## src/rtl/snib_pkg.sv

```systemverilog
package snib_pkg;
  localparam int unsigned NIB_W  = 4;
  localparam int unsigned MAG_W  = NIB_W;
  localparam int unsigned SEG_N  = 7;

  typedef logic [SEG_N-1:0] seg_t;
  typedef logic [NIB_W-1:0] nib_t;
  typedef logic [MAG_W-1:0] mag_t;

  typedef enum int unsigned {
    SEG_A = 0, SEG_B = 1, SEG_C = 2, SEG_D = 3,
    SEG_E = 4, SEG_F = 5, SEG_G = 6
  } seg_idx_e;

  localparam seg_t SEG_OFF = '0;

  // Shape of a decimal digit 0..8, bit 0 = a .. bit 6 = g; blank above 8
  function automatic seg_t digit_shape(input mag_t d);
    seg_t s;
    case (d)
      4'd0:    s = 7'b0111111;
      4'd1:    s = 7'b0000110;
      4'd2:    s = 7'b1011011;
      4'd3:    s = 7'b1001111;
      4'd4:    s = 7'b1100110;
      4'd5:    s = 7'b1101101;
      4'd6:    s = 7'b1111101;
      4'd7:    s = 7'b0000111;
      4'd8:    s = 7'b1111111;
      default: s = SEG_OFF;
    endcase
    return s;
  endfunction
endpackage

```

## src/rtl/snib_magnitude.sv

```systemverilog
module snib_magnitude
  import snib_pkg::*;
#(
  parameter int unsigned W = NIB_W
) (
  input  logic [W-1:0] code_i,
  output logic         neg_o,
  output logic [W-1:0] mag_o
);
  localparam int unsigned SIGN_BIT = W - 1;

  logic [W-1:0] inv_plus_one;

  assign neg_o        = code_i[SIGN_BIT];
  // Width W, not W-1: the most negative code needs its top bit
  assign inv_plus_one = (~code_i) + W'(1);
  assign mag_o        = neg_o ? inv_plus_one : code_i;
endmodule

```

## src/rtl/snib_digit_glyph.sv

```systemverilog
module snib_digit_glyph
  import snib_pkg::*;
(
  input  mag_t mag_i,
  output seg_t seg_o
);
  assign seg_o = digit_shape(mag_i);
endmodule

```

## src/rtl/snib_sign_glyph.sv

```systemverilog
module snib_sign_glyph
  import snib_pkg::*;
#(
  parameter int unsigned N = SEG_N
) (
  input  logic         neg_i,
  output logic [N-1:0] seg_o
);
  localparam int unsigned BAR = SEG_G;

  for (genvar i = 0; i < N; i++) begin : g_seg
    if (i == BAR) begin : g_bar
      assign seg_o[i] = neg_i;
    end else begin : g_dark
      assign seg_o[i] = 1'b0;
    end
  end
endmodule

```

## src/rtl/snib_seg_display.sv

```systemverilog
module snib_seg_display
  import snib_pkg::*;
(
  input  logic [3:0] code_i,
  output logic [6:0] sign_seg_o,
  output logic [6:0] mag_seg_o
);
  logic neg;
  mag_t mag;

  snib_magnitude #(.W(NIB_W)) u_mag (
    .code_i (code_i),
    .neg_o  (neg),
    .mag_o  (mag)
  );

  snib_sign_glyph #(.N(SEG_N)) u_sign (
    .neg_i (neg),
    .seg_o (sign_seg_o)
  );

  snib_digit_glyph u_digit (
    .mag_i (mag),
    .seg_o (mag_seg_o)
  );
endmodule

```

## config.mk

```make
export PLATFORM = sky130hd
export DESIGN_NAME = snib_seg_display
export DESIGN_NICKNAME = d
export VERILOG_FILES = /design/src/rtl/snib_pkg.sv /design/src/rtl/snib_magnitude.sv /design/src/rtl/snib_digit_glyph.sv /design/src/rtl/snib_sign_glyph.sv /design/src/rtl/snib_seg_display.sv
export SDC_FILE = /design/constraint.sdc
export NUM_CORES = 1
export LEC_CHECK = 0
export BUFFER_PORTS_ARGS = -buffer_cell sky130_fd_sc_hd__clkbuf_2
export CAP_MARGIN = 20
export CORE_AREA = 10 10 47 49
export DETAILED_ROUTE_END_ITERATION = 10
export DIE_AREA = 0 0 57 59
export GPL_TIMING_DRIVEN = 0
export SYNTH_ARGS = -nofsm -noshare
export SYNTH_HDL_FRONTEND = slang
export SYNTH_SLANG_ARGS = --single-unit
```

## constraint.sdc

```tcl
create_clock -name vclk -period 4.7
set_input_delay 0.94 -clock vclk [all_inputs]
set_output_delay 0.94 -clock vclk [all_outputs]
set_load 0.02 [all_outputs]
```

==> results.json <==
{
  "num_rows": 14,
  "leakage_nw": 0.2560,
  "setup_ws_ps": 1174,
  "grt_max_degree": 11,
  "gp_congestion": 0.7543,
  "drt_wl_total_um": 941,
  "grt_pass1_vias": 352,
  "hold_end": "sign_seg_o[6]",
  "start_util": 0.2938,
  "hold_buffers": 0,
  "power_density_mw_per_mm2": 120.8,
  "status": "complete, no violations",
  "diodes": 0,
  "vias_per_cell": 4.500,
  "slowest_delay_ps": 330,
  "period_needed_ps": 3526,
  "ios": 18,
  "dieArea_sq_mm": 0.003363,
  "hold_viol_final": 0,
  "antenna_found_initial": 0,
  "ys_seq_area_frac": 0,
  "synth_cell_type_count": 27,
  "cp-startpoint": "code_i[0]",
  "syn_avg_cell_area_sq_um": 6.977,
  "cts_resized": 0,
  "grt_first_pass_wirelength_um": 1649,
  "path_cells": "clkbuf_2, inv_1, ha_1, nand2_1, nand2_1, ha_1, mux2i_1, a221oi_1, o21ai_0, clkbuf_2",
  "drcViolationCount": 0,
  "rsz0062_at_grt": "false",
  "drt_iter0_drc": 4,
  "core_sq_mm": 0.001401,
  "avgRoutedWirePerCell_um": 10.46,
  "timing.final.crit_share": 0.7501,
  "finalMaxSlewViolations": 0,
  "postCtsSetupBuffers": 0,
  "drt_pass1_iterations": 2,
  "ir_drop_mv": 0.03776,
  "grt_overflow_total": 0,
  "max_freq_mhz": 283.6,
  "nClkBuffers": 0,
  "layout-drive-gt1-share": 0.2973,
  "port_buffers": 10,
  "nets": 85,
  "ant_nets": 0,
  "arrival_ps": 2590,
  "grt_usage": 0.05359,
  "path_buf_inv": 3,
  "fin_util": 0.3571,
  "cp-start-kind": "input port",
  "finalSetupViolCount": 0,
  "final_cell_mix": "clkbuf_2, buf_4, nand2_1, conb_1",
  "place_ws_ps": 1184,
  "layout_commonest_cell": "clkbuf_2",
  "die_w_um": 57,
  "netlist_area_sq_um": 411.6,
  "fin_total_pwr_uw": 60.44,
  "hold_path_depth": 2,
  "cp_max_fo": 5,
  "worstSetupPathType": "input port to primary output",
  "holdCritPathClass": "input port to primary output",
  "die_y_um": 59,
  "synth_warnings": 0,
  "syn-instance-count": 59,
  "vias": 405,
  "area_delta_synth_final_pct": 21.58,
  "worstPathRequired_ps": 3760,
  "crit_path_end_kind": "primary output",
  "min-delay-start": "code_i[3]",
  "seqCellArea_sq_um": 0,
  "fin_tns_setup_ps": 0,
  "max-cap-violations": 0,
  "nFlopsAndLatches": 0,
  "crit_family": "adder cells",
  "dp_hpwl_um": 825.5,
  "cpMaxStageDelayCell": "ha_1"
}
stage by stage:
stage                     instance area (sq um)  hold WS [ps]  instances
after floorplan                           430.4          1993         64
after global placement                    500.5          2110         90
after detailed placement                  500.5          2111         90
after CTS                                 500.5          2111         90
after global routing                      500.5          2115         90
final                                     500.5          2107         90
how the worst max path moves through the flow:
stage                   endpoint  slack (ps)  cells after the start
floorplan           mag_seg_o[6]        1390                      8
global placement    mag_seg_o[6]        1230                     10
detailed placement  mag_seg_o[6]        1180                     10
CTS                 mag_seg_o[6]        1180                     10
global route        mag_seg_o[6]        1010                     10
finish              mag_seg_o[6]        1170                     10
kinds of logic (layout without fill, tap and decap cells):
logic type	count (synthesis)	in the layout	share of synthesized area
and+or+nand+nor	19	19	0.2614
adders and majority gates	5	5	0.1520
buffers and inverters	15	25	0.2310
AOI/OAI and AO/OA	17	17	0.3009
other	1	6	0.009110
xor gates and xnor gates	1	1	0.02128
muxes	1	1	0.02432
synthesized netlist by cell type, drive strengths merged:
| library cell | n | area (sq um) |
|---|---|---|
| o31a | 1 | 8.760 |
| inv | 5 | 18.77 |
| o31ai | 1 | 7.510 |
| a21boi | 1 | 7.510 |
| nor2 | 5 | 18.77 |
| o22ai | 1 | 6.260 |
| o21a | 1 | 7.510 |
| mux2i | 1 | 10.01 |
| a2bb2oi | 1 | 15.01 |
| nand2b | 4 | 25.02 |
| nand3 | 1 | 5.000 |
| nand2 | 6 | 22.52 |
| o2111ai | 1 | 8.760 |
| o21ai | 6 | 30.02 |
| ha | 5 | 62.56 |
| buf | 10 | 76.32 |
| a221oi | 1 | 8.760 |
| a32o | 1 | 10.01 |
| nor2b | 2 | 12.51 |
| conb | 1 | 3.750 |
| nor4b | 1 | 23.77 |
| o41ai | 1 | 8.760 |
| xnor2 | 1 | 8.760 |
| a21oi | 1 | 5.000 |
report_power, final:
group	internal (mW)	switching [mW]	leakage (nW)	total, mW
clock network	0	0	0	0
logic	0.0242	0.0362	0.256	0.0604
registers	0	0	0	0
total	0.0242	0.0362	0.256	0.0604
layer usage:
layer | share of wire | vias to the layer above | wire length, um | GRT usage
li1 | - | 223 | - | -
met3 | 0.051 | 0 | 48 | 0.008584
met2 | 0.55 | 5 | 513 | 0.1039
met4 | 0 | 0 | 0 | 0
met5 | 0 | - | 0 | 0
met1 | 0.40 | 177 | 380 | 0.06295
area by class of cell:
type | instances | area, sq um
Buffer | 10 | 76.32
Fill cell | 166 | 900.9
Inverter | 5 | 18.77
Multi-Input combinational cell | 49 | 335.3
Tap cell | 16 | 20.02
Timing Repair Buffer | 10 | 50.05
Note: power is estimated with default switching activity, not from simulation.
